### src/rtl/cdt_pkg.sv
package cdt_pkg;
    localparam int unsigned DATA_W   = 32;
    localparam int unsigned PRE_W    = 8;
    localparam int unsigned EN_BIT   = 0;
    localparam int unsigned RLD_BIT  = 1;
    localparam int unsigned PRE_LSB  = 8;
    localparam int unsigned STAT_BIT = 0;

    localparam int unsigned OFS_LOAD  = 'h0;
    localparam int unsigned OFS_COUNT = 'h4;
    localparam int unsigned OFS_CTRL  = 'h8;
    localparam int unsigned OFS_STAT  = 'hC;

    typedef struct packed {
        logic [DATA_W-1:0] load;
        logic [DATA_W-1:0] count;
        logic              en;
        logic              autold;
        logic [PRE_W-1:0]  presc;
        logic              status;
    } cdt_state_t;
endpackage

### src/rtl/cdt_prescale.sv
module cdt_prescale
    import cdt_pkg::*;
(
    input  logic             clk,
    input  logic             rst_n,
    input  logic             run_i,
    input  logic             tick_i,
    input  logic             restart_i,
    input  logic [PRE_W-1:0] presc_i,
    output logic             dec_o
);
    logic [PRE_W-1:0] div_d, div_q;
    logic             wrap;

    always_comb begin
        wrap  = (div_q >= presc_i);
        dec_o = run_i && tick_i && !restart_i && wrap;
        div_d = div_q;
        if (restart_i || !run_i) begin
            div_d = '0;
        end else if (tick_i) begin
            div_d = wrap ? '0 : div_q + 1'b1;
        end
    end

    always_ff @(posedge clk) begin
        if (!rst_n) div_q <= '0;
        else        div_q <= div_d;
    end

    // a step is only ever produced on a strobe
    assert_dec_on_tick_R4: assert property (@(posedge clk) disable iff (!rst_n)
        dec_o |-> (tick_i && run_i));
    // a restart never coincides with a step
    assert_no_dec_on_restart_R12: assert property (@(posedge clk) disable iff (!rst_n)
        restart_i |-> !dec_o);
endmodule

### src/rtl/cdt_readmux.sv
module cdt_readmux
    import cdt_pkg::*;
#(
    parameter int unsigned ADDR_W = 6
) (
    input  logic [ADDR_W-1:0] addr_i,
    input  logic [DATA_W-1:0] load_i,
    input  logic [DATA_W-1:0] count_i,
    input  logic              en_i,
    input  logic              autold_i,
    input  logic [PRE_W-1:0]  presc_i,
    input  logic              status_i,
    output logic [DATA_W-1:0] rdata_o
);
    logic [DATA_W-1:0] ctrl_w;
    logic [DATA_W-1:0] stat_w;

    always_comb begin
        ctrl_w                   = '0;
        ctrl_w[EN_BIT]           = en_i;
        ctrl_w[RLD_BIT]          = autold_i;
        ctrl_w[PRE_LSB +: PRE_W] = presc_i;
        stat_w                   = '0;
        stat_w[STAT_BIT]         = status_i;
        rdata_o                  = '0;
        if (addr_i == ADDR_W'(OFS_LOAD))  rdata_o = load_i;
        if (addr_i == ADDR_W'(OFS_COUNT)) rdata_o = en_i ? count_i : '0;
        if (addr_i == ADDR_W'(OFS_CTRL))  rdata_o = ctrl_w;
        if (addr_i == ADDR_W'(OFS_STAT))  rdata_o = stat_w;
    end
endmodule

### src/rtl/cdt_timer.sv
module cdt_timer
    import cdt_pkg::*;
#(
    parameter int unsigned ADDR_W = 6
) (
    input  logic              clk,
    input  logic              rst_n,
    input  logic              tick_en,
    input  logic              bus_sel,
    input  logic              bus_wr,
    input  logic [ADDR_W-1:0] bus_addr,
    input  logic [DATA_W-1:0] bus_wdata,
    output logic [DATA_W-1:0] bus_rdata,
    output logic              irq
);
    cdt_state_t s_d, s_q;

    logic wr, wr_load, wr_cnt, wr_ctrl, wr_stat;
    logic en_rise, restart, run, dec, terminal, mapped;

    always_comb begin
        wr       = bus_sel && bus_wr;
        wr_load  = wr && (bus_addr == ADDR_W'(OFS_LOAD));
        wr_cnt   = wr && (bus_addr == ADDR_W'(OFS_COUNT));
        wr_ctrl  = wr && (bus_addr == ADDR_W'(OFS_CTRL));
        wr_stat  = wr && (bus_addr == ADDR_W'(OFS_STAT));
        mapped   = (bus_addr == ADDR_W'(OFS_LOAD)) || (bus_addr == ADDR_W'(OFS_COUNT)) ||
                   (bus_addr == ADDR_W'(OFS_CTRL)) || (bus_addr == ADDR_W'(OFS_STAT));
        en_rise  = wr_ctrl && !s_q.en && bus_wdata[EN_BIT];
        restart  = wr_load || wr_cnt || en_rise;
        run      = s_q.en && (s_q.count != '0);
        terminal = dec && (s_q.count == DATA_W'(1));

        s_d = s_q;
        if (dec) begin
            if (terminal) s_d.count = s_q.autold ? s_q.load : '0;
            else          s_d.count = s_q.count - 1'b1;
        end
        if (wr_stat && bus_wdata[STAT_BIT]) s_d.status = 1'b0;
        if (terminal)                       s_d.status = 1'b1;
        if (wr_load) begin
            s_d.load  = bus_wdata;
            s_d.count = bus_wdata;
        end
        if (wr_cnt) s_d.count = bus_wdata;
        if (wr_ctrl) begin
            s_d.en     = bus_wdata[EN_BIT];
            s_d.autold = bus_wdata[RLD_BIT];
            s_d.presc  = bus_wdata[PRE_LSB +: PRE_W];
            if (en_rise && (s_q.count == '0) && bus_wdata[RLD_BIT]) s_d.count = s_q.load;
        end
    end

    always_ff @(posedge clk) begin
        if (!rst_n) s_q <= '0;
        else        s_q <= s_d;
    end

    cdt_prescale i_prescale (
        .clk       (clk),
        .rst_n     (rst_n),
        .run_i     (run),
        .tick_i    (tick_en),
        .restart_i (restart),
        .presc_i   (s_q.presc),
        .dec_o     (dec)
    );

    cdt_readmux #(.ADDR_W(ADDR_W)) i_readmux (
        .addr_i   (bus_addr),
        .load_i   (s_q.load),
        .count_i  (s_q.count),
        .en_i     (s_q.en),
        .autold_i (s_q.autold),
        .presc_i  (s_q.presc),
        .status_i (s_q.status),
        .rdata_o  (bus_rdata)
    );

    assign irq = s_q.status;

    assert_unmapped_zero_R2: assert property (@(posedge clk) disable iff (!rst_n)
        !mapped |-> (bus_rdata == '0));
    assert_hold_disabled_R4: assert property (@(posedge clk) disable iff (!rst_n)
        (!s_q.en && !wr_load && !wr_cnt && !wr_ctrl) |=> $stable(s_q.count));
    assert_expiry_flags_R5: assert property (@(posedge clk) disable iff (!rst_n)
        terminal |=> s_q.status);
    assert_stop_at_zero_R5: assert property (@(posedge clk) disable iff (!rst_n)
        (terminal && !s_q.autold && !wr_load && !wr_cnt) |=> (s_q.count == '0));
    assert_refill_R6: assert property (@(posedge clk) disable iff (!rst_n)
        (terminal && s_q.autold && !wr_load && !wr_cnt) |=> (s_q.count == $past(s_q.load)));
    assert_status_sticky_R9: assert property (@(posedge clk) disable iff (!rst_n)
        (s_q.status && !wr_stat) |=> s_q.status);
    assert_irq_matches_read_R10: assert property (@(posedge clk) disable iff (!rst_n)
        (bus_addr == ADDR_W'(OFS_STAT)) |-> (bus_rdata[STAT_BIT] == irq));
    assert_count_read_gated_R11: assert property (@(posedge clk) disable iff (!rst_n)
        ((bus_addr == ADDR_W'(OFS_COUNT)) && !s_q.en) |-> (bus_rdata == '0));
    assert_idle_at_zero_R13: assert property (@(posedge clk) disable iff (!rst_n)
        (s_q.count == '0 && !s_q.autold && !wr && s_q.en) |=> (s_q.count == '0 && $stable(s_q.status)));
endmodule

### config.mk
export PLATFORM = sky130hd
export DESIGN_NAME = cdt_timer
export DESIGN_NICKNAME = d
export VERILOG_FILES = /design/src/rtl/cdt_pkg.sv /design/src/rtl/cdt_prescale.sv /design/src/rtl/cdt_readmux.sv /design/src/rtl/cdt_timer.sv
export SDC_FILE = /design/constraint.sdc
export NUM_CORES = 1
export LEC_CHECK = 0
export ABC_AREA = 1
export BUFFER_PORTS_ARGS = -buffer_cell sky130_fd_sc_hd__buf_4
export CORE_MARGIN = 2
export CORE_UTILIZATION = 59
export CTS_CLUSTER_DIAMETER = 200
export DETAILED_ROUTE_END_ITERATION = 12
export GPL_ROUTABILITY_DRIVEN = 1
export GPL_TIMING_DRIVEN = 0
export PLACE_DENSITY = 0.81
export SYNTH_ARGS = -nofsm -noshare
export SYNTH_HDL_FRONTEND = slang
export SYNTH_SLANG_ARGS = --single-unit
### constraint.sdc
create_clock -name clk -period 2.2 [get_ports clk]
set_input_delay 0.44 -clock clk [delete_from_list [all_inputs] [get_ports clk]]
set_output_delay 0.44 -clock clk [all_outputs]
set_load 0.03 [all_outputs]
# Word-level counts from Yosys, hierarchy flattened
# Index checks and enable logic that the tools add are counted.
totals:
  register_bits: 83
  latchBits: 0
  mem_bits_rw: 0
  mem_bits_ro: 0
  word_cells: 56
  n_memories: 0
classes:
  addsub: 2
  multipliers: 0
  div_mod_pow: 0
  magnitude_cmp: 1
  n_eq_ne: 4
  shifts: 0
  n_mux: 15
  bitwise: 1
  reduce_logical: 26
ops:
  columns: ["op", "n"]
  rows:
  - ["2-to-1 mux 32 bit", 11]
  - ["2-to-1 mux 42 bit", 1]
  - ["== test 32 x 1 -> 1 bit, second input constant", 1]
  - ["logical NOT 32 bit", 1]
  - ["nonzero test 32 bit", 1]
  - ["subtractor 32 x 1 -> 32 bit, second input constant", 1]
  - ["logical AND 1 bit", 15]
  - ["== test 6 x 4 -> 1 bit, second input constant", 2]
  - ["adder 8 x 1 -> 8 bit, second input constant", 1]
  - ["greater-or-equal comparator 8 bit", 1]
  - ["2-to-1 mux 8 bit", 1]
  - ["== test 6 x 3 -> 1 bit, second input constant", 1]
  - ["logical NOT 6 bit", 1]
  - ["logical NOT 1 bit", 3]
  - ["logical OR 1 bit", 3]
  - ["2-to-1 mux 1 bit", 2]
  - ["nonzero test 2 bit", 1]
  - ["OR reduction 2 bit", 1]
  - ["NOT 1 bit", 1]

# Longest topological paths before layout
# Gate-level depths: netlist of run 1.
logic_depth:
  depth_word: 15
  depth_mapped: 16
  depth_no_buf: 15

# Cells and area by module
# Synthesis of run 1 repeated with hierarchy kept, for this count alone.
unflattened:
  hier_cells: 1013
  hier_area_um2: 6199.7
by_module_without_submodules:
  columns: ["mod", "n_inst", "cells_per_inst", "area_per_inst_um2", "seq_area_each_um2"]
  rows:
  - ["cdt_timer", 1, 794, 4825.9, 1501.4]
  - ["cdt_readmux", 1, 138, 785.8, 0.0]
  - ["cdt_prescale", 1, 81, 588.1, 160.2]

# Least setup slack after synthesis of run 1
# OpenSTA, ideal clock, no wires.
synth_timing:
  kind: "input -> output"
  start: "in bus_addr[1]"
  end: "out bus_rdata[19]"
  arrival_ns: 1.887
  t_required_ns: 1.760
  path_slack_ns: -0.127
  stages: 7
  cell_sequence: "nor2_1 -> inv_2 -> nor3_2 -> inv_1 -> clkbuf_1 -> buf_1 -> o22ai_1"
synth_between:
  elab_chain_len: 5
  word_cells_on_any_way: 8
synth_lines:
  columns: ["element", "line_no", "rtl"]
  rows:
  - ["start: declaration", "cdt_timer.sv:11", "input logic [ADDR_W-1:0] bus_addr,"]
  - ["logical NOT 6 bit", "cdt_readmux.sv:26", "if (addr_i == ADDR_W'(OFS_LOAD)) rdata_o = load_i;"]
  - ["2-to-1 mux 32 bit", "cdt_readmux.sv:26", null]
  - ["2-to-1 mux 32 bit", "cdt_readmux.sv:27", "if (addr_i == ADDR_W'(OFS_COUNT)) rdata_o = en_i ? count_i : '0;"]
  - ["2-to-1 mux 32 bit", "cdt_readmux.sv:28", "if (addr_i == ADDR_W'(OFS_CTRL)) rdata_o = ctrl_w;"]
  - ["2-to-1 mux 32 bit *", "cdt_readmux.sv:29", "if (addr_i == ADDR_W'(OFS_STAT)) rdata_o = stat_w;"]
  - ["end: declaration", "cdt_timer.sv:13", "output logic [DATA_W-1:0] bus_rdata,"]
# Every way passes the cells marked *; elsewhere a longest branch is shown, timed or not.

# Worst setup path in the final report of run 1
layout_timing:
  start: "in bus_addr[0]"
  end: "out bus_rdata[15]"
# The elaborated chain is that of the path after synthesis.

==> results of run 1 <==
worst max-delay path: cells and delay by family:
kind	cells	cell delay, ns
buf+inv	5	0.59
simple gates	3	0.42
compound gates	2	0.29
power by group through the flow:
| stage | sequential (mW) | combinational, mW | clock [mW] |
|---|---|---|---|
| floorplan | 1.55 | 0.193 | 0 |
| global placement | 1.55 | 0.317 | 0 |
| detailed placement | 1.55 | 0.325 | 0 |
| CTS | 1.51 | 0.335 | 1.08 |
| global route | 1.52 | 0.392 | 1.14 |
| finish | 1.51 | 0.365 | 1.09 |
sequential cells by signal, indices dropped and copies added (netlist names):
name / cells
s_q: 74
irq: 1
i_prescale.div_q: 8
cells by family (layout without fill, tap and decap cells):
| family | after synthesis | count (layout) | share of synthesized area |
|---|---|---|---|
| buf+inv | 155 | 257 | 0.116 |
| compound gates | 283 | 283 | 0.273 |
| fa+ha+maj | 12 | 12 | 0.0269 |
| xor+xnor | 23 | 23 | 0.0361 |
| flops | 83 | 83 | 0.297 |
| simple gates | 304 | 304 | 0.251 |
how the worst max path moves through the flow:
| stage | start | endpoint | slack (ns) |
|---|---|---|---|
| after global routing | bus_addr[0] | bus_rdata[15] | -0.05 |
| after global placement | bus_addr[1] | bus_rdata[29] | -0.53 |
| after floorplan | bus_addr[1] | bus_rdata[19] | -0.13 |
| after detailed placement | bus_addr[1] | bus_rdata[29] | -0.59 |
| final | bus_addr[0] | bus_rdata[15] | 0.01 |
| after CTS | bus_addr[5] | bus_rdata[1] | -0.002 |
through the flow:
| step | cells | hold WS [ns] | setup slack (ns) | utilization | cell area [um2] |
|---|---|---|---|---|---|
| after floorplan | 860 | 0.444 | -0.127 | - | 5590 |
| after global placement | 1044 | 0.465 | -0.527 | 0.682 | 6270 |
| after detailed placement | 1044 | 0.477 | -0.594 | 0.682 | 6270 |
| after CTS | 1063 | 0.340 | -0.00226 | 0.717 | 6590 |
| after global routing | 1073 | 0.349 | -0.0480 | 0.745 | 6850 |
| final | 1073 | 0.345 | 0.0146 | 0.745 | 6850 |
timing repair:
action,CTS,global route
buffers inserted,4,9
setup endpoints to repair,32,56
cloned,0,1
pin swaps,2,11
gates resized for setup,29,58
layer usage:
layer,track usage,vias up
li1,-,3091
met4,0.202,0
met1,0.519,3123
met5,0,-
met2,0.648,529
met3,0.116,101
synthesized netlist by cell type (all sizes together) (2+ instances only):
library cell,instances
buf,17
xnor2,3
a21oi,129
o22ai,21
inv,104
nor3,9
nand2,130
nand3,72
clkinv,2
nand4,6
o21ai,113
dfxtp,83
o221ai,9
clkbuf,32
ha,12
xor2,20
o211ai,6
nor2,84
layout make-up:
| type | count | area (um2) | area share |
|---|---|---|---|
| multi-input cells | 622 | 3460 | 0.505 |
| flip-flops and latches | 83 | 1660 | 0.243 |
| repair buffers | 87 | 696 | 0.102 |
| inverters | 106 | 402 | 0.0586 |
| plain buffers | 48 | 305 | 0.0446 |
| well taps | 111 | 139 | 0.0203 |
| clock buffers | 10 | 138 | 0.0201 |
| clock inverters | 6 | 47.5 | 0.00694 |
==> parameters.txt, run 1 <==
Parameter                              Value

Timing
  Hold Fails Final Rpt    0
  Unrepaired setup endpoints after global routing    true
  Relative slew slack    0.499
  Fin. max-slew vios    0
  Post-route clock period utilization    0.993
  Setup-violating endpoint count in the final report    0
  Worst clock skew    ~0.011 ns
  Highest clock rate    458 MHz
  Transition time at the pin with the least slew margin    0.752 ns
  Setup TNS    0 ns
  Time the worst path needs with I/O delays and setup    roughly 2.2 ns

Clock tree
  Number of clock sinks    83
  Total clock buffers created by CTS    9
  Clk pin slew, worst setup/hold paths    0.09 ns
  Clock tree from TritonCTS    done
  Later-pin clock latency in the skew report    0.38 ns
  Buffers from clock root to sink, at most    2
  H-tree depth    3
  CTS Hold Bufs    0
  Clock Tree Root    sky130_fd_sc_hd__clkbuf_8

Cells and area
  Layout cell share with drive strength beyond 1    0.210
  Area added between synthesis and finish    22.6%
  Final nets    1,012
  Count of antenna diodes in the layout    0
  Most frequent cells in the layout    sky130_fd_sc_hd__a21oi_1, sky130_fd_sc_hd__nand2_1, sky130_fd_sc_hd__o21ai_0, sky130_fd_sc_hd__inv_1
  Number of fill cells    760
  Commonest non-fill, non-tap cell in the layout    sky130_fd_sc_hd__a21oi_1

Floorplanning
  Die area    between 10,000 and 15,000 um2
  Overall die width    101 um
  Count of standard-cell rows    35
  Core region area    9200 um2
  Initial standard-cell utilization of the core    0.608
  Number of ports placed on the die boundary    between 70 and 80
  Vertical extent of the die    101 um

Power and ir drop
  Part of the total power dissipated in sequential elements    0.510
  Worst vdd rail ir drop    about 470 uV
  Sw Ratio    0.294
  Total internal power    2.10 mW
  Part of the power in combinational logic    0.123
  Net switching power of the design    0.871 mW
  Power Total    2.97 mW
  Leakage dissipation    2.92 nW
  Cell area power density    between 400 and 500 nW/um2
  Clock share of power    0.367

Synthesis
  Post-synth design cell area    5590 um2
  Number of register bits inferred by synthesis    between 80 and 90
  Fraction of synthesized cell area taken by the top area cell type    0.297
  Number of enable-type register cells in the synthesized netlist    0
  Most instantiated flip-flop cell in the synthesis netlist    sky130_fd_sc_hd__dfxtp_1
  Largest area contributor in the synthesized netlist    sky130_fd_sc_hd__dfxtp_1
  Sequential cell area fraction in the yosys report    0.297
  FFs w/ async S/R, synth    0
  Synth warnings    0
  Synth Instances    860
  Mean Syn Cell Area    6.50 um2
  Largest cells by area after synthesis    sky130_fd_sc_hd__dfxtp_1, sky130_fd_sc_hd__a21oi_1, sky130_fd_sc_hd__o21ai_0, sky130_fd_sc_hd__nand2_1, sky130_fd_sc_hd__inv_1
  Count of different cell masters after synthesis    41
  Post-synth net total    915

GRT
  Overall Global Routing Usage    0.412
  Initial antenna violation count    0
  Vias in the first global route    about 6,400
  Global-route wire length before repair    32,500 um
  Pin count of the biggest net entering global routing    16
  Sum of overflow across all layers after global routing    0

Routing
  Antenna viol nets, final    0
  Total number of vias    6,844
  Routed WL per cell    19.9 um
  M1 wire length    8160 um
  Routed length on met2    9610 um
  DRC violation count after routing    0
  DR pass1 iterations    5
  Met3 layer wire length in the routed design    2610 um
  Vias/cell    6.38
  WL final    21,300 um
  DRC marker count from the first detailed-route iteration    884
  Topmost layer with routed signal wires    met4

Critical path
  Kind of capture point of the worst setup path    primary output
  Slowest library cell on the worst path    sky130_fd_sc_hd__clkbuf_16
  Sequence of cells on the critical path    buf_6 -> nor2_4 -> inv_4 -> nor2_4 -> nand3_4 -> clkbuf_16 -> o221ai_4 -> o21ai_1 -> inv_1 -> buf_6
  Category of the most critical setup path    in -> out
  Endpoint of the most critical register-to-register path    s_q[26]$_SDFF_PN0_
  Stage delay of the slowest cell on the critical path    0.20 ns
  Largest fanout on the critical path    5
  Critical Path RT    roughly 1.8 ns
  Category of the worst setup path launch point    primary input
  Internal reg-to-reg setup slack    0.06 ns
  Critical register-to-register path startpoint    s_q[12]$_SDFF_PN0_
  Arrival time worst endpoint    roughly 1.8 ns
  Cell depth of the worst flop-to-flop path    11

Placed design
  Final Wtd Congestion    1.04
  DP HPWL    15,000 um
  I/O Buffers    73

Flow run
  Max-capacitance violation count    0

Min path
  Startpoint of the most critical hold path    bus_wdata[20]
  Cell depth of the worst hold path    3
  Worst min path class    in -> reg
  Min-Delay Endpoint    s_q[31]$_SDFF_PN0_

Status
  Result of the run    finished clean
Note: power is estimated with default switching activity, not from simulation.
==> inputs of run 2 (changes only) <==
--- a/config.mk
+++ b/config.mk
@@ -8,12 +8,13 @@
 export ABC_AREA = 1
 export BUFFER_PORTS_ARGS = -buffer_cell sky130_fd_sc_hd__buf_4
 export CORE_MARGIN = 2
-export CORE_UTILIZATION = 59
+export CORE_UTILIZATION = 60
+export CTS_BUF_LIST = sky130_fd_sc_hd__clkbuf_8
 export CTS_CLUSTER_DIAMETER = 200
 export DETAILED_ROUTE_END_ITERATION = 12
 export GPL_ROUTABILITY_DRIVEN = 1
 export GPL_TIMING_DRIVEN = 0
-export PLACE_DENSITY = 0.81
+export PLACE_DENSITY = 0.83
 export SYNTH_ARGS = -nofsm -noshare
 export SYNTH_HDL_FRONTEND = slang
 export SYNTH_SLANG_ARGS = --single-unit
==> parameters.txt, run 2 (same netlist as run 1, synthesis figures left out) <==
Parameter                              Value

Status
  Result of the run    finished, violations left
  Violations in the final reports    setup timing

Flow run
  Max-capacitance violation count    0 (unchanged)

Power and ir drop
  Clock share of power    0.354 (-0.013)
  Power Total    2.91 mW (-2.0%)
  Sw Ratio    0.294 (+0.000415)
  Leakage dissipation    2.91 nW (-0.20%)
  Cell area power density    425 nW/um2 (-1.8%)
  Net switching power of the design    0.855 mW (-1.9%)
  Total internal power    2.05 mW (-2.1%)
  Worst vdd rail ir drop    292 uV (-38%)
  Part of the total power dissipated in sequential elements    0.521 (+0.011)
  Part of the power in combinational logic    0.125 (+0.002)

Placed design
  Final Wtd Congestion    1.05 (+0.94%)
  Worst slack at placement    -0.556 ns (+0.0377 ns)
  DP HPWL    15,000 um (-0.14%)
  I/O Buffers    73 (unchanged)

Routing
  Total number of vias    6,800 (-0.64%)
  DR pass1 iterations    9 (+4)
  Antenna viol nets, final    0 (unchanged)
  Vias/cell    6.34 (-0.55%)
  DRC violation count after routing    0 (unchanged)
  DRC marker count from the first detailed-route iteration    833 (-5.8%)
  WL final    21,100 um (-1.2%)
  Routed WL per cell    19.7 um (-1.1%)

Clock tree
  Clk pin slew, worst setup/hold paths    0.10 ns (about the same)
  Buffers from clock root to sink, at most    2 (unchanged)
  Clock Tree Root    sky130_fd_sc_hd__clkbuf_8
  Total clock buffers created by CTS    9 (unchanged)
  CTS Hold Bufs    0 (unchanged)
  Clock tree from TritonCTS    done
  H-tree depth    3 (unchanged)
  Number of clock sinks    83 (unchanged)
  Later-pin clock latency in the skew report    0.37 ns (about the same)

Cells and area
  Count of antenna diodes in the layout    0 (unchanged)
  Biggest register    s_q
  Area added between synthesis and finish    22.3%
  Layout cell share with drive strength beyond 1    0.208 (-0.00186)
  Commonest non-fill, non-tap cell in the layout    sky130_fd_sc_hd__a21oi_1
  Util after Layout    0.747 (+0.00151)
  Flip-flop count of the largest register after layout    74 (unchanged)
  Final nets    1,012 (unchanged)
  Most frequent cells in the layout    sky130_fd_sc_hd__a21oi_1, sky130_fd_sc_hd__nand2_1, sky130_fd_sc_hd__o21ai_0, sky130_fd_sc_hd__inv_1, sky130_fd_sc_hd__dfxtp_1

Timing
  Setup TNS    -0.0298 ns (-0.0298 ns)
  Post-route clock period utilization    1.01 (+0.0202)
  Fin. max-slew vios    0 (unchanged)
  Relative slew slack    0.542 (+0.0435)
  Worst clock skew    0.0153 ns (+0.00412 ns)
  Tightest hold margin    0.363 ns (+0.0187 ns)
  Highest clock rate    448 MHz (-2.0%)
  Hold Fails Final Rpt    0 (unchanged)
  Setup-violating endpoint count in the final report    1 (+1)
  Worst Setup Slack, final    -0.0298 ns (-0.0444 ns)
  Time the worst path needs with I/O delays and setup    2.23 ns (+0.0444 ns)
  Unrepaired setup endpoints after global routing    true
  Transition time at the pin with the least slew margin    0.686 ns (-0.0653 ns)

Floorplanning
  Overall die width    101 um (-0.80%)
  Count of standard-cell rows    35 (unchanged)
  Initial standard-cell utilization of the core    0.611 (+0.00291)
  Die area    10,100 um2 (-1.6%)
  Vertical extent of the die    101 um (-0.80%)
  Number of ports placed on the die boundary    76 (unchanged)
  Core region area    9150 um2 (-0.48%)

Critical path
  Critical Path RT    1.76 ns (about the same)
  Slowest library cell on the worst path    sky130_fd_sc_hd__buf_4
  Arrival time worst endpoint    1.79 ns (+0.04 ns)
  Category of the most critical setup path    in -> out
  Sequence of cells on the critical path    buf_6 -> nor2_4 -> nand2_4 -> nor2_4 -> nand3_4 -> clkbuf_16 -> buf_4 -> o221ai_1 -> buf_4
  Largest fanout on the critical path    5 (unchanged)
  Category of the worst setup path launch point    primary input
  Stage delay of the slowest cell on the critical path    0.20 ns (about the same)
  Kind of capture point of the worst setup path    primary output

GRT
  Vias in the first global route    6,336 (-1.1%)
  Pin count of the biggest net entering global routing    15 (-1)
  GRT met1 Usage    0.546 (+0.0271)
  Global-route track usage on met3    0.0638 (-0.0521)
  Initial antenna violation count    0 (unchanged)
  Met2 routing resource usage after global routing    0.643 (-0.00575)
  Global-route wire length before repair    31,900 um (-1.8%)
  Overall Global Routing Usage    0.408 (-0.00378)
  Sum of overflow across all layers after global routing    0 (unchanged)
  Layer with the highest usage after global routing    met2

Min path
  Worst min path class    in -> reg
## run 2: routing by layer
metal  wire (um)  vias up
li1            -     3088
met1        7990     3094
met2        9410      516
met3        2740      102
met4         925        0
met5           0        -
## run 2: path summary, 6_finish.rpt
check	depth (start not counted)	end	from	slack (ns)
setup / recovery	9	bus_rdata[8]	bus_addr[5]	-0.03
hold / removal	3	s_q[1]$_SDFFE_PN0N_	bus_wdata[8]	0.36
setup reg to reg	10	s_q[23]$_SDFF_PN0_	s_q[20]$_SDFF_PN0_	0.08
hold reg to reg	2	s_q[64]$_SDFFE_PN0P_	s_q[64]$_SDFFE_PN0P_	0.49
## run 2: power by group through the flow
stage,sequential [mW],combinational (mW),clock (mW)
after floorplan,1.55,0.193,0
after global placement,1.55,0.315,0
after detailed placement,1.55,0.323,0
after CTS,1.51,0.331,1.02
after global routing,1.52,0.391,1.09
final,1.51,0.363,1.03
## run 2: final cells by class
cell class	count	area (um2)
plain buffers	48	300
clock buffers	9	124
clock inverters	6	42.5
fillers	756	2320
inverters	106	399
multi-input cells	622	3450
flip-flops and latches	83	1660
well taps	111	139
repair buffers	87	709
## run 2: through the flow
step	cell area (um2)	std cells
floorplan	5590	860
global placement	6270	1044
detailed placement	6270	1044
CTS	6540	1061
global route	6830	1072
finish	6830	1072
## run 2: worst max-delay path: cells and delay by family
family / cells / cell delay [ns]
and+or+nand+nor: 4 / 0.54
buffers and inverters: 4 / 0.62
AOI/OAI and AO/OA: 1 / 0.19
## run 2: repair_timing
action	in CTS	in global routing
gates resized for setup	25	54
cloned	0	2
buffers inserted	2	10
setup endpoints to repair	32	55
pin swaps	1	8
